File: src/rtl/lc_pkg.sv
package lc_pkg;

  typedef struct packed {
    logic f;
    logic v;
    logic h;
  } lc_xy_t;

  typedef enum logic [1:0] {
    ST_SYNC  = 2'd0,
    ST_ARMED = 2'd1,
    ST_LINE  = 2'd2,
    ST_HOLD  = 2'd3
  } lc_state_t;

  // Status byte: marker bit plus protection check against F, V, H.
  function automatic logic lc_xy_valid(input logic [7:0] b);
    logic f, v, h;
    f = b[6];
    v = b[5];
    h = b[4];
    return b[7] &&
           (b[3] == (v ^ h)) &&
           (b[2] == (f ^ h)) &&
           (b[1] == (f ^ v)) &&
           (b[0] == (f ^ v ^ h));
  endfunction

endpackage

File: src/rtl/lc_trs_detect.sv
module lc_trs_detect
  import lc_pkg::*;
(
  input  logic       clk,
  input  logic       rst_n,
  input  logic       in_valid,
  input  logic [7:0] in_data,
  output logic       trs_hit,
  output lc_xy_t     xy
);

  // Number of preamble bytes matched so far (0..3).
  logic [1:0] pre_q;

  always_comb begin
    trs_hit = in_valid && (pre_q == 2'd3) && lc_xy_valid(in_data);
    xy      = '{f: in_data[6], v: in_data[5], h: in_data[4]};
  end

  always_ff @(posedge clk) begin
    if (!rst_n) begin
      pre_q <= 2'd0;
    end else if (in_valid) begin
      if (in_data == 8'hFF)
        pre_q <= 2'd1;
      else if (in_data == 8'h00 && pre_q == 2'd1)
        pre_q <= 2'd2;
      else if (in_data == 8'h00 && pre_q == 2'd2)
        pre_q <= 2'd3;
      else
        pre_q <= 2'd0;
    end
  end

  // a reported reference always carries a well-formed status byte
  a_r3_hit_marker: assert property (@(posedge clk) disable iff (!rst_n)
    trs_hit |-> (pre_q == 2'd3) && in_data[7]);

endmodule

File: src/rtl/lc_line_fsm.sv
module lc_line_fsm
  import lc_pkg::*;
#(
  parameter int LINE_PIX    = 640,
  parameter int FIELD_LINES = 244,
  parameter int ADDR_W      = 18
) (
  input  logic              clk,
  input  logic              rst_n,
  input  logic              trs_hit,
  input  lc_xy_t            xy,
  input  logic              read_done,
  output logic              line_start,
  output logic              capturing,
  output logic              holding,
  output logic [ADDR_W-1:0] line_base,
  output logic              frame_ready
);

  localparam int LW = $clog2(FIELD_LINES + 1);
  localparam logic [LW-1:0]     LAST_LINE = LW'(FIELD_LINES - 1);
  localparam logic [ADDR_W-1:0] BASE_STEP = ADDR_W'(LINE_PIX);

  lc_state_t     state;
  logic [LW-1:0] line_cnt;

  always_comb begin
    line_start = trs_hit && (state == ST_ARMED) && !xy.h && !xy.v && !xy.f;
    capturing  = (state == ST_LINE);
    holding    = (state == ST_HOLD);
  end

  always_ff @(posedge clk) begin
    if (!rst_n) begin
      state       <= ST_SYNC;
      line_cnt    <= '0;
      line_base   <= '0;
      frame_ready <= 1'b0;
    end else begin
      frame_ready <= 1'b0;
      unique case (state)
        ST_SYNC: begin
          if (trs_hit && xy.v)
            state <= ST_ARMED;
        end
        ST_ARMED: begin
          if (line_start)
            state <= ST_LINE;
        end
        ST_LINE: begin
          if (trs_hit && xy.h) begin
            if (line_cnt == LAST_LINE) begin
              state       <= ST_HOLD;
              frame_ready <= 1'b1;
            end else begin
              state     <= ST_ARMED;
              line_cnt  <= line_cnt + 1'b1;
              line_base <= line_base + BASE_STEP;
            end
          end
        end
        ST_HOLD: begin
          if (read_done) begin
            state     <= ST_SYNC;
            line_cnt  <= '0;
            line_base <= '0;
          end
        end
        default: state <= ST_SYNC;
      endcase
    end
  end

  // the completion pulse lasts one cycle
  a_r7_ready_single: assert property (@(posedge clk) disable iff (!rst_n)
    frame_ready |=> !frame_ready);

  // the pulse coincides with the buffer being held
  a_r7_ready_holds: assert property (@(posedge clk) disable iff (!rst_n)
    frame_ready |-> (state == ST_HOLD));

  // the hold state is left only after the reader reports completion
  a_r8_leave_hold: assert property (@(posedge clk) disable iff (!rst_n)
    ($past(state) == ST_HOLD && state != ST_HOLD) |-> $past(read_done));

endmodule

File: src/rtl/lc_pix_writer.sv
module lc_pix_writer #(
  parameter int LINE_PIX    = 640,
  parameter int FIELD_LINES = 244,
  parameter int ADDR_W      = 18
) (
  input  logic              clk,
  input  logic              rst_n,
  input  logic              in_valid,
  input  logic [7:0]        in_data,
  input  logic              line_start,
  input  logic              capturing,
  input  logic [ADDR_W-1:0] line_base,
  output logic              wr_en,
  output logic [ADDR_W-1:0] wr_addr,
  output logic [7:0]        wr_data
);

  localparam int SAMPLES = 2 * LINE_PIX;
  localparam int SW      = $clog2(SAMPLES + 1);
  localparam int TOTAL   = LINE_PIX * FIELD_LINES;
  localparam logic [SW-1:0] SMAX = SW'(SAMPLES);

  // Position of the next byte within the active part of the line.
  logic [SW-1:0] scnt;
  logic          is_luma;

  always_comb begin
    is_luma = scnt[0] && (scnt < SMAX);
  end

  always_ff @(posedge clk) begin
    if (!rst_n) begin
      scnt    <= '0;
      wr_en   <= 1'b0;
      wr_addr <= '0;
      wr_data <= '0;
    end else begin
      wr_en <= 1'b0;
      if (line_start) begin
        scnt <= '0;
      end else if (capturing && in_valid) begin
        if (is_luma) begin
          wr_en   <= 1'b1;
          wr_addr <= line_base + ADDR_W'(scnt >> 1);
          wr_data <= in_data;
        end
        if (scnt != SMAX)
          scnt <= scnt + 1'b1;
      end
    end
  end

  // every write targets a location inside the buffer
  a_r5_addr_range: assert property (@(posedge clk) disable iff (!rst_n)
    wr_en |-> (int'(wr_addr) < TOTAL));

  // a write always stems from a byte accepted in the previous cycle
  a_r9_from_valid: assert property (@(posedge clk) disable iff (!rst_n)
    wr_en |-> $past(in_valid));

endmodule

File: src/rtl/luma_line_capture.sv
module luma_line_capture
  import lc_pkg::*;
#(
  parameter int LINE_PIX    = 640,
  parameter int FIELD_LINES = 244,
  parameter int ADDR_W      = $clog2(LINE_PIX * FIELD_LINES)
) (
  input  logic              clk,
  input  logic              rst_n,
  input  logic              vid_valid,
  input  logic [7:0]        vid_data,
  input  logic              read_done,
  output logic              wr_en,
  output logic [ADDR_W-1:0] wr_addr,
  output logic [7:0]        wr_data,
  output logic              frame_ready
);

  logic              trs_hit;
  lc_xy_t            xy;
  logic              line_start;
  logic              capturing;
  logic              holding;
  logic [ADDR_W-1:0] line_base;

  lc_trs_detect i_detect (
    .clk      (clk),
    .rst_n    (rst_n),
    .in_valid (vid_valid),
    .in_data  (vid_data),
    .trs_hit  (trs_hit),
    .xy       (xy)
  );

  lc_line_fsm #(
    .LINE_PIX    (LINE_PIX),
    .FIELD_LINES (FIELD_LINES),
    .ADDR_W      (ADDR_W)
  ) i_fsm (
    .clk         (clk),
    .rst_n       (rst_n),
    .trs_hit     (trs_hit),
    .xy          (xy),
    .read_done   (read_done),
    .line_start  (line_start),
    .capturing   (capturing),
    .holding     (holding),
    .line_base   (line_base),
    .frame_ready (frame_ready)
  );

  lc_pix_writer #(
    .LINE_PIX    (LINE_PIX),
    .FIELD_LINES (FIELD_LINES),
    .ADDR_W      (ADDR_W)
  ) i_writer (
    .clk        (clk),
    .rst_n      (rst_n),
    .in_valid   (vid_valid),
    .in_data    (vid_data),
    .line_start (line_start),
    .capturing  (capturing),
    .line_base  (line_base),
    .wr_en      (wr_en),
    .wr_addr    (wr_addr),
    .wr_data    (wr_data)
  );

  // no write lands while the full buffer waits for the reader
  a_r7_hold_no_write: assert property (@(posedge clk) disable iff (!rst_n)
    (holding && $past(holding)) |-> !wr_en);

endmodule

File: config.mk
export PLATFORM = sky130hd
export DESIGN_NAME = luma_line_capture
export DESIGN_NICKNAME = d
export VERILOG_FILES = /design/src/rtl/lc_pkg.sv /design/src/rtl/lc_trs_detect.sv /design/src/rtl/lc_line_fsm.sv /design/src/rtl/lc_pix_writer.sv /design/src/rtl/luma_line_capture.sv
export SDC_FILE = /design/constraint.sdc
export NUM_CORES = 1
export LEC_CHECK = 0
export ABC_AREA = 1
export BUFFER_PORTS_ARGS = -buffer_cell sky130_fd_sc_hd__buf_4
export CAP_MARGIN = 30
export CORE_MARGIN = 3
export CORE_UTILIZATION = 45
export DETAILED_ROUTE_END_ITERATION = 8
export HOLD_SLACK_MARGIN = 0.12
export PLACE_DENSITY = 0.66
export REMOVE_ABC_BUFFERS = 1
export SYNTH_ARGS = -nofsm -noshare
export SYNTH_HDL_FRONTEND = slang
export SYNTH_HIERARCHICAL = 1
export SYNTH_SLANG_ARGS = --single-unit
File: constraint.sdc
create_clock -name clk -period 2.7 [get_ports clk]
set_clock_uncertainty 0.15 [all_clocks]
set_input_delay 0.81 -clock clk [delete_from_list [all_inputs] [get_ports clk]]
set_output_delay 0.81 -clock clk [all_outputs]
set_load 0.005 [all_outputs]
## Word level (Yosys, flattened, before mapping)

Index checks and enable logic that the tools add are counted.

| word-level totals | value |
|---|---|
| register bits | 69 |
| bits in latches | 0 |
| RAM bits | 0 |
| memory bits (read-only) | 0 |
| output and inout port bits | 28 |
| logic and storage cells | 87 |
| memories kept | 0 |

| cells by class | value |
|---|---|
| add/sub/neg operators | 4 |
| $mul | 0 |
| divide/modulo/power cells | 0 |
| order comparisons | 1 |
| equality and inequality tests | 18 |
| shifts and indexed selects | 0 |
| multiplexer cells | 19 |
| bitwise logic cells | 7 |
| reduce and logical (&&, ||, !) cells | 29 |

Operator list:

| kind | count |
|---|---|
| $mux W18 | 3 |
| $pmux W18 S2 | 1 |
| $mux W8 | 3 |
| $add A18 B10 Y18 | 1 |
| $add A18 B10 Y18 const B | 1 |
| $eq A8 B8 Y1 const B | 2 |
| $logic_and A1 B1 Y1 | 16 |
| $mux W2 | 8 |
| $pmux W8 S2 | 1 |
| $add A11 B1 Y11 const B | 1 |
| $lt A11 B11 Y1 const B | 1 |
| $ne A11 B11 Y1 const B | 1 |
| $add A8 B1 Y8 const B | 1 |
| $eq A2 B2 Y1 const B | 4 |
| $logic_not A8 Y1 | 1 |
| $pmux W2 S4 | 1 |
| $reduce_and A4 Y1 | 2 |
| $ne A2 B2 Y1 const B | 3 |
| $reduce_and A3 Y1 | 2 |
| $eq A1 B1 Y1 | 4 |
| $eq A2 B1 Y1 const B | 2 |
| $ne A2 B1 Y1 const B | 2 |
| $xor A1 B1 Y1 | 4 |
| $logic_not A1 Y1 | 3 |
| 7 further kinds | 10 |

## Longest topological paths before layout

| depth | value |
|---|---|
| word-level depth | 13 |
| mapped depth | 17 |
| depth with buffers taken out | 16 |

## Hierarchy

The synthesis kept the hierarchy.

Modules (own cells, without submodules):

| module | instances | cells an instance | area an instance (um^2) | sequential area each (um^2) |
|---|---|---|---|---|
| lc_pix_writer | 1 | 373 | 2426.1 | 760.7 |
| lc_line_fsm | 1 | 219 | 1387.6 | 440.4 |
| lc_trs_detect | 1 | 56 | 329.1 | 40.0 |

## Worst setup path before layout

Ideal clock, no wire load.

| path | value |
|---|---|
| kind | input port to flip-flop |
| start point | input port vid_data[4] |
| end point | register i_writer.wr_addr[5] |
| setup time | 115 ps |
| arrival | 2552 ps |
| data required time | 2435 ps |
| setup slack | -118 ps |
| cell stages on the path | 16 |
| buffers on the path | 1 |
| cell sequence | inv_1 > ha_1 > nor2_1 > nor2_1 > nor2_1 > nand3_1 > nor2_1 > nand3b_1 > nor3_1 > inv_1 > nand4_1 > inv_2 > buf_4 > o21a_1 > o21ai_0 > inv_1 |

| on the way | value |
|---|---|
| word-level cells in the longest chain between the ends | 13 |
| elaborated cells on any way between the ends | 18 |
| classes of those cells | eq/ne: 3; bitwise: 4; reduce/logical: 11 |

Ends and longest elaborated chain:

| element | line | RTL |
|---|---|---|
| start, declared | luma_line_capture.sv:11 | `input logic [7:0] vid_data,` |
| $xor A1 B1 Y1 | lc_pkg.sv:23 | `(b[3] == (v ^ h)) &&` |
| $eq A1 B1 Y1 | lc_pkg.sv:23 |  |
| $logic_and A1 B1 Y1 | lc_pkg.sv:22 | `return b[7] &&` |
| $logic_and A1 B1 Y1 | lc_pkg.sv:23 |  |
| $logic_and A1 B1 Y1 | lc_pkg.sv:24 | `(b[2] == (f ^ h)) &&` |
| $logic_and A1 B1 Y1 * | lc_pkg.sv:25 | `(b[1] == (f ^ v)) &&` |
| $logic_and A1 B1 Y1 * | lc_trs_detect.sv:16 | `trs_hit = in_valid && (pre_q == 2'd3) && lc_xy_valid(in_data);` |
| net trs_hit | luma_line_capture.sv:19 | `logic trs_hit;` |
| $logic_and A1 B1 Y1 * (4 in a row) | lc_line_fsm.sv:28 | `line_start = trs_hit && (state == ST_ARMED) && !xy.h && !xy.v && !xy.f;` |
| net line_start | luma_line_capture.sv:21 | `logic line_start;` |
| $not A1 Y1 (no source line) * | - |  |
| $reduce_and A3 Y1 (no source line) * | - |  |
| end signal, assigned | lc_pix_writer.sv:44 | `wr_addr <= line_base + ADDR_W'(scnt >> 1);` |
| end, declared | lc_pix_writer.sv:14 | `output logic [ADDR_W-1:0] wr_addr,` |

The timed path passes the listed nets; every way through them passes the cells marked *.
A chain may end at the register's enable or synchronous reset.

## Worst setup path after layout

| path | value |
|---|---|
| start point | input port vid_data[5] |
| end point | register i_writer.wr_addr[10] |

Same word-level chain as after synthesis.

==> results.yml <==
run_status:
  status: "finished, final reports clean"
pwr:
  p_total_mw: 2.199
  p_per_area_mw_per_mm2: 451.0
  leakage_nw: 2.263
  vdd_drop_max_mv: 0.2071
synthesis:
  ys_seq_area_frac: 0.2996
  synthSimpleGateAreaFrac: 0.3651
  synth_top_family_by_area: "simple AND/OR/NAND/NOR gates"
  syn_inst: 648
  avgSynthCellArea_um2: 6.393
  synth_fa_ha_area_frac: 0.05316
  synth_xor_xnor_area_share: 0.04017
  ys_warn_count: 6
  synth_edf_count: 0
  synthMuxAreaShare: 0
  synth_area_mm2: 0.004143
  synthArstFlopShare: 0
  ys_seq_elements: 62
  synth_ff_type: "dfxtp_1"
  ys_types: 41
  synth_compound_gate_area_share: 0.1051
route:
  drt_iter0_markers: 168
  first_pass_iters: 6
  dr_total_vias: 4026
  vias_per_cell: 4.946
  wl_mm: 9.534
  wl_per_cell_um: 11.71
  drc_errors: 0
  drtAntennaViolNets: 0
worst_setup_path:
  end_kind: "flip-flop"
  critPathSlowestCell: "nor3_2"
  crit_fanout: 7
  cp.arrival_ns: 2.70
  critical_path.max_stage_delay_ns: 0.21
  startpoint_type: "input port"
  crit_buf_inv: 8
  crit_required_ns: 2.80
  cp_top_family: "simple AND/OR/NAND/NOR gates"
  crit_type: "in -> reg"
  path_cells: "buf_8 -> inv_4 -> buf_4 -> buf_4 -> nand2_1 -> nand2_1 -> nand2_1 -> nor2_1 -> nor2_1 -> nor2_2 -> nand3b_1 -> nor3_2 -> inv_1 -> nand4_1 -> inv_4 -> buf_12 -> o21a_1 -> nand2_1 -> inv_1"
  cpMostUsedCell: "nand2_1"
sta:
  max_clock_freq_mhz: 383.7
  maxSlewViolCount: 0
  fin_ws_ns: 0.09400
  fin_crit_ns: 2.606
  finalHoldViolCount: 0
  rsz0062_at_grt: "yes"
  finalCritPeriodShare: 0.9652
  setup_viol: 0
global_route:
  grt_max_degree: 21
  antenna_found_initial: 0
  gr-total-overflow: 0
  grtUsageTotal: 0.1871
  grt_pass1_vias: 3513
  grt_pass1_wl_mm: 15.68
floorplan:
  dieArea_mm2: 0.01039
  die_h_um: 102.0
  die_w_um: 102.0
  initial_core_util: 0.4682
  floorplan.core_area_mm2: 0.008848
  rows: 34
  io_pins: 40
clock_network:
  cts.sinks: 62
  hold_buffers: 0
  cts_tree: "built"
  cts-root-buf: "clkbuf_8"
  cts_htree_levels: 3
  numCtsBuffers: 9
  insertion_delay_ns: 0.35
  clock_path_buffers: 2
  clk_pin_slew_worst_paths_ns: 0.07
place:
  place_hpwl_mm: 6.962
  dp_worst_setup_slack_ns: -0.3126
  portBuffers: 39
  post_dp_cell_area_mm2: 0.004532
  gp_congestion: 0.8555
final_layout:
  final_cell_mix: "nand2_1 (182), inv_1 (87), nor2_1 (82)"
  area_growth_pct: 17.70
  antenna_cells: 0
  layout_commonest_cell: "nand2_1"
  fin_area_mm2: 0.004876
  fin_nets: 730
  utilization: 0.5510
  drive_gt1_frac: 0.1558
hold_path:
  hold_class: "reg -> reg"
flow_run:
  maxCapViolCount: 0
## worst paths after layout
kind                             from              endpoint  slack, ns  depth (start not counted)
hold reg to reg   i_writer/wr_addr[0]   i_writer/wr_addr[0]       0.31                          2
hold / removal    i_writer/wr_addr[0]   i_writer/wr_addr[0]       0.31                          2
setup / recovery          vid_data[5]  i_writer/wr_addr[10]       0.09                         19
setup reg to reg    i_detect/pre_q[1]  i_writer/wr_addr[10]       0.51                         13
## timing repair
| item | 4_1_cts | 5_1_grt |
|---|---|---|
| resized for setup | 0 | 16 |
| setup endpoints to repair | 0 | 35 |
| setup buffers | 0 | 2 |
| hold endpoints to repair | 0 | 0 |
## flip-flops by register name, indices dropped and copies added (netlist names)
name	cells
i_fsm/state	2
i_writer/wr_addr	18
i_detect/pre_q	2
i_fsm/line_base	11
i_writer/scnt	11
i_writer/wr_en	1
i_fsm/frame_ready	1
i_fsm/line_cnt	8
i_writer/wr_data	8
## worst reg2reg max path: stages (launching register included)
cell and delay [ns]:
dfxtp_1 0.38, nand4_1 0.13, nor2_1 0.13, nand3_1 0.10, nor2_2 0.12, nand3b_1 0.12
nor3_2 0.21, inv_1 0.07, nand4_1 0.16, inv_4 0.10, buf_12 0.14, o21a_1 0.19
nand2_1 0.06, inv_1 0.04
## metrics by stage
step | TNS, ns | std cells | hold slack, ns
after global placement | -6.225 | 794 | 0.3029
after detailed placement | -9.649 | 794 | 0.3069
after CTS | 0 | 810 | 0.3183
after floorplan | -8.734 | 629 | 0.3118
final | 0 | 814 | 0.3145
after global routing | -0.5147 | 814 | 0.3474
## power breakdown
part	leakage (nW)	switching (mW)	internal, mW
sequential	0.500	0.0313	0.937
clock	0.109	0.402	0.549
combinational	1.65	0.175	0.104
total	2.26	0.609	1.59
## cell families (layout without fill, tap and decap cells)
logic type	count (synthesis)	in the layout
AO/OA/AOI/OAI	76	76
XOR/XNOR	19	19
adder cells (fa/ha/maj)	17	17
buffers and inverters	119	171
flip-flops	62	62
other	1	7
AND/OR/NAND/NOR	354	354
## synth_stat cells (3+ instances only)
| master | instances | area [µm²] |
|---|---|---|
| ha_1 | 16 | 200.2 |
| nand2_2 | 4 | 25.02 |
| inv_2 | 3 | 11.26 |
| nor2_2 | 6 | 37.54 |
| nor2_1 | 84 | 315.3 |
| o21a_1 | 8 | 60.06 |
| buf_6 | 4 | 45.04 |
| a21oi_1 | 38 | 190.2 |
| xor2_1 | 12 | 105.1 |
| nand3_2 | 6 | 60.06 |
| o21ai_0 | 17 | 85.08 |
| inv_1 | 88 | 330.3 |
| dfxtp_1 | 62 | 1241 |
| nand2_1 | 183 | 686.9 |
| buf_4 | 15 | 112.6 |
| nor3_1 | 8 | 40.04 |
| nand3_1 | 47 | 235.2 |
| xnor2_1 | 7 | 61.31 |
| o21ai_1 | 4 | 20.02 |
| nand4_1 | 7 | 43.79 |
## final cells by class
| class | instances | area [µm²] |
|---|---|---|
| Sequential cell | 62 | 1241 |
| Multi-Input combinational cell | 473 | 2386 |
| Clock buffer | 10 | 137.6 |
| Fill cell | 862 | 3973 |
| Clock inverter | 6 | 92.59 |
| Inverter | 94 | 359.1 |
| Tap cell | 108 | 135.1 |
| Timing Repair Buffer | 61 | 524.3 |
## metal layers
metal,vias to the layer above,routed length [µm],GRT usage
met4,0,147,0.07669
met5,-,0,0
met1,1812,4685,0.2454
li1,2127,-,-
met2,74,4372,0.3008
met3,13,329,0.03891
(Power assumes the default switching activity.)
